File: src/rtl/alu8_pkg.sv
package alu8_pkg;

    localparam int unsigned DATA_W = 8;

    typedef enum logic [1:0] {
        CIN_PASS = 2'b00,
        CIN_INV  = 2'b01,
        CIN_ZERO = 2'b10,
        CIN_ONE  = 2'b11
    } cin_src_e;

    typedef struct packed {
        logic neg;
        logic zero;
    } flag_t;

    function automatic logic pick_carry(cin_src_e src, logic c);
        logic r;
        unique case (src)
            CIN_PASS: r = c;
            CIN_INV:  r = ~c;
            CIN_ZERO: r = 1'b0;
            default:  r = 1'b1;
        endcase
        return r;
    endfunction

endpackage

File: src/rtl/alu8_adder.sv
module alu8_adder
    import alu8_pkg::*;
#(
    parameter int unsigned WIDTH = DATA_W
) (
    input  logic [WIDTH-1:0] a,
    input  logic [WIDTH-1:0] b,
    input  logic             add_nsub,
    input  logic [1:0]       cin_sel,
    input  logic             carry_in,
    output logic [WIDTH-1:0] sum,
    output logic             cout
);
    localparam int unsigned EXT_W = WIDTH + 1;

    logic [WIDTH-1:0] b_eff;
    logic             cin_eff;
    logic [EXT_W-1:0] total;

    always_comb begin
        b_eff   = add_nsub ? b : ~b;
        cin_eff = pick_carry(cin_src_e'(cin_sel), carry_in);
        total   = {1'b0, a} + {1'b0, b_eff} + {{WIDTH{1'b0}}, cin_eff};
    end

    assign sum  = total[WIDTH-1:0];
    assign cout = total[EXT_W-1];
endmodule

File: src/rtl/alu8_logic.sv
module alu8_logic
    import alu8_pkg::*;
#(
    parameter int unsigned WIDTH = DATA_W
) (
    input  logic [WIDTH-1:0] a,
    input  logic [WIDTH-1:0] b,
    input  logic [3:0]       func,
    output logic [WIDTH-1:0] y
);
    for (genvar i = 0; i < WIDTH; i++) begin : g_bit
        logic [1:0] idx;
        assign idx  = {a[i], b[i]};
        assign y[i] = func[idx];
    end
endmodule

File: src/rtl/alu8_flags.sv
module alu8_flags
    import alu8_pkg::*;
#(
    parameter int unsigned WIDTH = DATA_W
) (
    input  logic [WIDTH-1:0] res,
    output flag_t            flags
);
    assign flags.neg  = res[WIDTH-1];
    assign flags.zero = ~|res;
endmodule

File: src/rtl/alu8_core.sv
module alu8_core
    import alu8_pkg::*;
#(
    parameter int unsigned WIDTH = DATA_W
) (
    input  logic [WIDTH-1:0] a,
    input  logic [WIDTH-1:0] b,
    input  logic             carry_in,
    input  logic             add_nsub,
    input  logic [1:0]       cin_sel,
    input  logic [3:0]       func,
    input  logic             arith_sel,
    output logic [WIDTH-1:0] result,
    output logic             cout,
    output logic             neg,
    output logic             zero
);
    logic [WIDTH-1:0] sum_w;
    logic [WIDTH-1:0] lgc_w;
    flag_t            flg_w;

    alu8_adder #(.WIDTH(WIDTH)) u_add (
        .a        (a),
        .b        (b),
        .add_nsub (add_nsub),
        .cin_sel  (cin_sel),
        .carry_in (carry_in),
        .sum      (sum_w),
        .cout     (cout)
    );

    alu8_logic #(.WIDTH(WIDTH)) u_lgc (
        .a    (a),
        .b    (b),
        .func (func),
        .y    (lgc_w)
    );

    assign result = arith_sel ? sum_w : lgc_w;

    alu8_flags #(.WIDTH(WIDTH)) u_flg (
        .res   (result),
        .flags (flg_w)
    );

    assign neg  = flg_w.neg;
    assign zero = flg_w.zero;
endmodule

File: config.mk
export PLATFORM = sky130hd
export DESIGN_NAME = alu8_core
export DESIGN_NICKNAME = d
export VERILOG_FILES = /design/src/rtl/alu8_pkg.sv /design/src/rtl/alu8_adder.sv /design/src/rtl/alu8_logic.sv /design/src/rtl/alu8_flags.sv /design/src/rtl/alu8_core.sv
export SDC_FILE = /design/constraint.sdc
export NUM_CORES = 1
export LEC_CHECK = 0
export ABC_CLOCK_PERIOD_IN_PS = 4600
export CAP_MARGIN = 40
export CORE_ASPECT_RATIO = 1.25
export CORE_MARGIN = 2
export CORE_UTILIZATION = 46
export DETAILED_ROUTE_END_ITERATION = 8
export GPL_TIMING_DRIVEN = 0
export PLACE_DENSITY = 0.95
export SETUP_SLACK_MARGIN = 0.4
export SYNTH_ARGS = -nofsm -noshare
export SYNTH_HDL_FRONTEND = slang
export SYNTH_SLANG_ARGS = --single-unit
File: constraint.sdc
create_clock -name vclk -period 4.6
set_input_delay 0.92 -clock vclk [all_inputs]
set_output_delay 0.92 -clock vclk [all_outputs]
set_load 0.01 [all_outputs]
---- Yosys cells after proc, flatten, opt, wreduce, memory -nomap -nowiden ----
Index checks and enable logic that the tools add are counted.
operators by class
  bitwise operators ....................... 2
  equal/unequal tests ..................... 2
  add/sub/neg operators ................... 2
  multiplexer cells ....................... 19
  order comparisons ....................... 8
  reduce and logical (&&, ||, !) cells .... 3
operator list
  operator            count
  $lt 2x3->1 const B  8
  $bmux 1 s2          8
  $mux 8              2
  $add 8x8->9         1
  $add 9x1->9         1
  $mux 1              8
  $not 8->8           1
  $reduce_or 8->1     1
  $pmux 1 s3          1
  $eq 2x1->1 const B  1
  $eq 2x2->1 const B  1
  $logic_not 2->1     1
  $logic_not 1->1     1
  $not 1->1           1
storage, ports and cells
  logic and storage cells ................. 36
  bits of input ports ..................... 25
  output and inout bits ................... 11
  register bits after elaboration ......... 0

---- Logic depth before layout (Yosys ltp) ----
Gate-level depths: netlist (run 1).
  depth after elaboration ................. 7
  depth in mapped cells ................... 9
  gate-level depth less buffers ........... 9

---- Hierarchy ----
Synthesis (run 1) repeated with hierarchy kept, for this count alone.
unflattened totals
  cells, all modules ...................... 74
  area, all modules ....................... 745.7 µm²
modules (own cells, without submodules)
  module      area an instance (µm²)  sequential area each (µm²)  cells an instance  times used
  alu8_adder  407.9                   0.0                         53                 1
  alu8_logic  180.2                   0.0                         8                  1
  alu8_core   131.4                   0.0                         9                  1
  alu8_flags  26.3                    0.0                         4                  1

---- Worst setup path after synthesis (run 1) ----
No wires, ideal clock.
  path type ............................... in2out
  from .................................... input port add_nsub
  to ...................................... output port zero
  required time ........................... 3.680 ns
  buffers on the path ..................... 1
  stages .................................. 9
  slack ................................... 0.296 ns
  data arrival time ....................... 3.384 ns
  cells stage by stage .................... clkbuf_1 > xor2_1 > fa_1 > fa_1 > nand2b_1 > a21oi_1 > or3_1 > nand4_1 > nor4_2
on the way
  cells in the longest elaborated chain, start to end .. 6
RTL lines
  item                RTL line          source
  start: declaration  alu8_core.sv:9    input logic add_nsub,
  $mux 8              alu8_adder.sv:21  b_eff = add_nsub ? b : ~b;
  $add 8x8->9         alu8_adder.sv:23  total = {1'b0, a} + {1'b0, b_eff} + {{WIDTH{1'b0}}, cin_eff};
  $add 9x1->9         alu8_adder.sv:23
  $mux 8              alu8_core.sv:39   assign result = arith_sel ? sum_w : lgc_w;
  via result[6]       alu8_core.sv:13   output logic [WIDTH-1:0] result,
  $reduce_or 8->1     alu8_flags.sv:10  assign flags.zero = ~|res;
  $logic_not 1->1     alu8_flags.sv:10
  end: declaration    alu8_core.sv:16   output logic zero
The timed path passes the listed nets, and every way through them passes these cells.

---- Final worst setup path (run 1) ----
  from .................................... input port b[1]
  to ...................................... output port result[3]
on the way
  cells in the longest elaborated chain, start to end .. 5
RTL lines
  item                RTL line          source
  start: declaration  alu8_core.sv:7    input logic [WIDTH-1:0] b,
  $not 8->8           alu8_adder.sv:21
  $mux 8 *            alu8_adder.sv:21
  $add 8x8->9 *       alu8_adder.sv:23
  $add 9x1->9 *       alu8_adder.sv:23
  $mux 8 *            alu8_core.sv:39
  end: declaration    alu8_core.sv:13
Mark *: on every way between the ends. The rest lies on a longest branch, timed or not.

==> impl_metrics.yaml, run 1 <==
timing:
  slew_viol_final: 0
  fin_ws_ns: 0.417
  grt_setup_unrepaired: "false"
  fin_crit_ns: 4.18
  hold_violations: 0
  slew_headroom_pct: 73.7
  fmax_ghz: 0.239
  fin_crit_sh_pct: 90.9
  worst_pin_slew_ns: 0.389
  worst_hold_slack_ns: 2.65
  setup_violations: 0
drt:
  vias: 1020
  drt_iter0_drc: 32
  vias_per_cell: 6.38
  dr.pass1.iters: 4
  routed-wl-met3_um: 149
  drt_drc_violations_left: 0
  drt-met1-wl_mm: 1.11
  wirelength_mm: 2.78
  wl_met2_mm: 1.46
  ant_nets: 0
  wl_per_cell_um: 17.4
  top_layer_used: "met4"
yosys:
  synthesis.nets: 137
  synth_cell_types: 36
  synth.area.top_cells: "mux4_1 (21%), ha_1 (10%), xnor2_1 (9.1%)"
  netlist_area_um2: 867
  synth_top_area_share_pct: 21.2
  synthCells: 103
  seq_area_frac_synth_pct: 0
  yosys_warnings: 0
  synth.avg_cell_area_um2: 8.42
  yosysTopAreaCell: "mux4_1"
worst_setup_path:
  path_class: "primary input to primary output"
  worstPathRequired_ns: 3.68
  critPathArrivalTime_ns: 3.26
  start_kind: "primary input"
  cp_max_fo: 3
  crit_path_end_kind: "primary output"
placed_design:
  place_hpwl_mm: 2.09
  gp_congestion: 0.809
  place_inst: 157
  io_buffers: 35
  placed_cell_area_um2: 1240
  post-place-ws_ns: -0.477
run:
  maxCapViolations: 0
pwr:
  power_mw: 0.219
  leakagePower_nw: 0.597
  power.density_nw_per_um2: 165
  vdd_ir_drop_max_mv: 0.0978
cells_and_area:
  seqCellArea_um2: 0
  final_cell_area_um2: 1320
  n_clock_buffer: 0
  antennaDiodeCount: 0
  final.fill_count: 125
  drive_gt1_share_pct: 17.7
  final_cells: 160
  n_sequential_cell: 0
  fin_nets: 177
  syn2layout_area_growth_pct: 52.7
floorplan:
  rows: 17
  ios: 36
  dieArea_um2: 2250
  core_um2: 1770
  initial_core_util_pct: 49.1
  die_x_um: 42.8
  die_y_um: 52.5
min_path:
  holdCritPathClass: "primary input to primary output"
run_status:
  status: "complete, no violations"
clock_network:
  postCtsHoldBufs: 0
global_route:
  grt_pass1_vias: 1015
  grt_first_pass_wirelength_mm: 4.26
  grt_antenna_before_repair: 0
  overflow: 0
  grt_max_degree: 11
  grt_usage_pct: 24.2
## power by group
group	leakage, nW	total (mW)	internal [mW]	switching [mW]
sequential	0	0	0	0
combinational	0.597	0.219	0.111	0.107
clock	0	0	0	0
total	0.597	0.219	0.111	0.107
## kinds of logic (layout without fill, tap and decap cells)
family,after synthesis,count (layout),synth area share [%]
simple gates,37,37,22.7
compound gates,28,28,21.6
xor+xnor,10,10,10.1
buf+inv,10,48,5.34
fa+ha+maj,9,9,14.7
mux,9,9,25.5
## per-layer routing
metal	track usage [%]	vias up
met5	0	-
met4	4.17	0
met3	1.38	7
met2	51.8	54
met1	25.1	476
li1	-	483
## repair_timing
item	4_1_cts	5_1_grt
setup buffers	2	1
setup endpoints to repair	10	10
gates resized for setup	24	14
pin swaps	3	9
## worst paths after layout
| kind | start | end | slack, ns | depth (start not counted) |
|---|---|---|---|---|
| worst max-delay path | b[1] | result[3] | 0.42 | 9 |
| worst min-delay path | a[0] | zero | 2.65 | 7 |
## final cells by class
class / count / area, µm² / area share (%)
Buffer: 4 / 25.0 / 1.89
Multi-Input combinational cell: 93 / 885 / 66.8
Tap cell: 19 / 23.8 / 1.80
Timing Repair Buffer: 38 / 368 / 27.8
Inverter: 6 / 22.5 / 1.70
## critical path: stages
cell,delay (ns)
clkdlybuf4s50_1,0.46
xnor2_1,0.26
ha_1,0.28
nand2b_1,0.12
a21o_1,0.17
buf_4,0.15
nand2_1,0.07
o21ai_0,0.24
clkdlybuf4s50_1,0.60
## stage by stage
stage / util (%) / setup TNS, ns
after CTS: 71.4 / 0
after global routing: 75.0 / 0
after detailed placement: 70.4 / -0.951
after floorplan: - / 0
final: 75.0 / 0
after global placement: 70.4 / -0.505
## synthesized netlist by cell type
library cell,number
nor2_1,10
xnor2_1,9
nand2_1,8
ha_1,7
mux4_1,7
a21oi_1,6
inv_1,6
o21ai_0,5
a21o_1,4
nor3_1,4
nor2b_1,3
a211oi_1,2
a31oi_1,2
buf_4,2
fa_1,2
nand2b_1,2
nand3b_1,2
o21a_1,2
o311ai_0,2
or3_1,2
a311oi_1,1
and3_1,1
buf_2,1
clkbuf_1,1
mux2_4,1
mux4_2,1
nand4_1,1
nand4b_1,1
nor3_2,1
nor4_1,1
nor4_2,1
o2111ai_1,1
o211a_1,1
o211ai_1,1
o31ai_1,1
xor2_1,1
## cell usage in the layout, fill, tap and decap left out, types with 3 or more instances in the layout
cell type	count
xnor2_1	7
o21ai_0	3
inv_1	6
dlygate4sd2_1	4
a21o_1	4
buf_4	5
nor3_1	4
buf_2	4
nor2_1	10
ha_1	6
nand2_1	8
a21oi_1	5
dlymetal6s2s_1	6
mux4_1	7
clkdlybuf4s50_1	22
Power figures use the tool's default switching activity.
==> run 2: changes to the inputs <==
CORE_UTILIZATION = 45   (was 46)
PLACE_DENSITY = 0.84   (was 0.95)
==> impl_metrics.yaml, run 2 (synthesis gave the netlist of run 1 again) <==
floorplan:
  die_y_um: 53.1
  initial_core_util_pct: 48.5
  ios: 36
  rows: 17
  dieArea_um2: 2300
  die_x_um: 43.3
  core_um2: 1790
pwr:
  leakagePower_nw: 0.599
  vdd_ir_drop_max_mv: 0.100
  power_mw: 0.228
  power.density_nw_per_um2: 169
drt:
  drt_iter0_drc: 51
  drt_drc_violations_left: 0
  ant_nets: 0
  wl_per_cell_um: 17.1
  vias: 1027
  dr.pass1.iters: 4
  wirelength_mm: 2.76
  vias_per_cell: 6.34
cells_and_area:
  fin_nets: 179
  seqCellArea_um2: 0
  n_clock_buffer: 0
  syn2layout_area_growth_pct: 55.8
  final.fill_count: 137
  multi_input_area_um2: 901
  mostFrequentLayoutCell: "clkdlybuf4s50_1"
  final_cells: 162
  drive_gt1_share_pct: 21.7
  n_sequential_cell: 0
  final_cell_mix: "clkdlybuf4s50_1 (22), nor2_1 (10), xnor2_1 (8), nand2_1 (8)"
  antennaDiodeCount: 0
global_route:
  grt_usage_pct: 21.9
  grt_antenna_before_repair: 0
  grt_pass1_vias: 901
  grt_first_pass_wirelength_mm: 3.93
  grt_max_degree: 11
  overflow: 0
timing:
  grt_setup_unrepaired: "false"
  slew_viol_final: 0
  worst_pin_slew_ns: 0.380
  fin_crit_sh_pct: 89.5
  hold_violations: 0
  worst_hold_slack_ns: 2.68
  fin_ws_ns: 0.483
  setup_violations: 0
  slew_headroom_pct: 74.3
  fin_crit_ns: 4.12
  fmax_ghz: 0.243
worst_setup_path:
  crit_path_end_kind: "primary output"
  critPathArrivalTime_ns: 3.20
  path_class: "primary input to primary output"
  worstPathRequired_ns: 3.68
  critPathMaxStageDelay_ns: 0.52
  cp_cell_sequence: "clkdlybuf4s50_1 -> xnor2_1 -> ha_2 -> o21ai_2 -> a21o_1 -> a21o_1 -> a21oi_2 -> a311oi_2 -> buf_4 -> dlygate4sd2_1"
  path_delay_family: "buffers and inverters"
  cp_num_buf_inv: 3
  start_kind: "primary input"
  cp_common_cell: "a21o_1"
  cp.depth: 10
  slowest_stage: "clkdlybuf4s50_1"
  cp_max_fo: 4
run_status:
  status: "complete, no violations"
placed_design:
  gp_congestion: 0.786
  post-place-ws_ns: -0.457
  io_buffers: 35
  place_hpwl_mm: 1.98
  place_inst: 157
min_path:
  holdCritPathClass: "primary input to primary output"
  holdPathStages: 6
run:
  maxCapViolations: 0
clock_network:
  postCtsHoldBufs: 0
==> run 2: final timing paths <==
kind / startpoint / endpoint / slack (ns)
setup / recovery: b[2] / result[7] / 0.48
hold / removal: add_nsub / cout / 2.68
==> run 2: per-layer routing <==
layer	share of wire [%]	global-route usage [%]	vias up	routed length [µm]
met3	6.3	0.341	6	174
met4	1.0	4.04	0	29
met5	0	0	-	0
met2	53	39.8	58	1460
li1	-	-	483	-
met1	40	29.0	480	1100
==> run 2: tightest hold or removal path, cell delays in order <==
cell,delay (ns)
clkbuf_2,0.25
xnor2_1,0.12
ha_1,0.19
nor2_1,0.11
a21oi_1,0.05
buf_2,0.13
==> run 2: through the flow <==
| step | TNS (ns) | instance area [µm²] | utilization [%] |
|---|---|---|---|
| 3_5_place_dp | -0.836 | 1240 | 69.5 |
| 3_3_place_gp | -0.602 | 1240 | 69.5 |
| 5_1_grt | 0 | 1350 | 75.6 |
| 2_1_floorplan | 0 | 868 | - |
| 4_1_cts | 0 | 1280 | 71.8 |
| 6_report | 0 | 1350 | 75.6 |
==> run 2: layout make-up <==
| cell class | count | share of cell area, % |
|---|---|---|
| Tap cell | 19 | 1.76 |
| Buffer | 4 | 1.85 |
| Inverter | 6 | 1.67 |
| Multi-Input combinational cell | 93 | 66.7 |
| Timing Repair Buffer | 40 | 28.1 |
==> run 2: what timing repair did <==
action	CTS	global route
pin swaps	10	7
setup buffers	1	4
gates resized for setup	31	12
endpoints found under the setup margin	9	7
==> run 2: where the power goes <==
| group | switching (mW) | internal, mW |
|---|---|---|
| clock network | 0 | 0 |
| logic | 0.111 | 0.117 |
| registers | 0 | 0 |
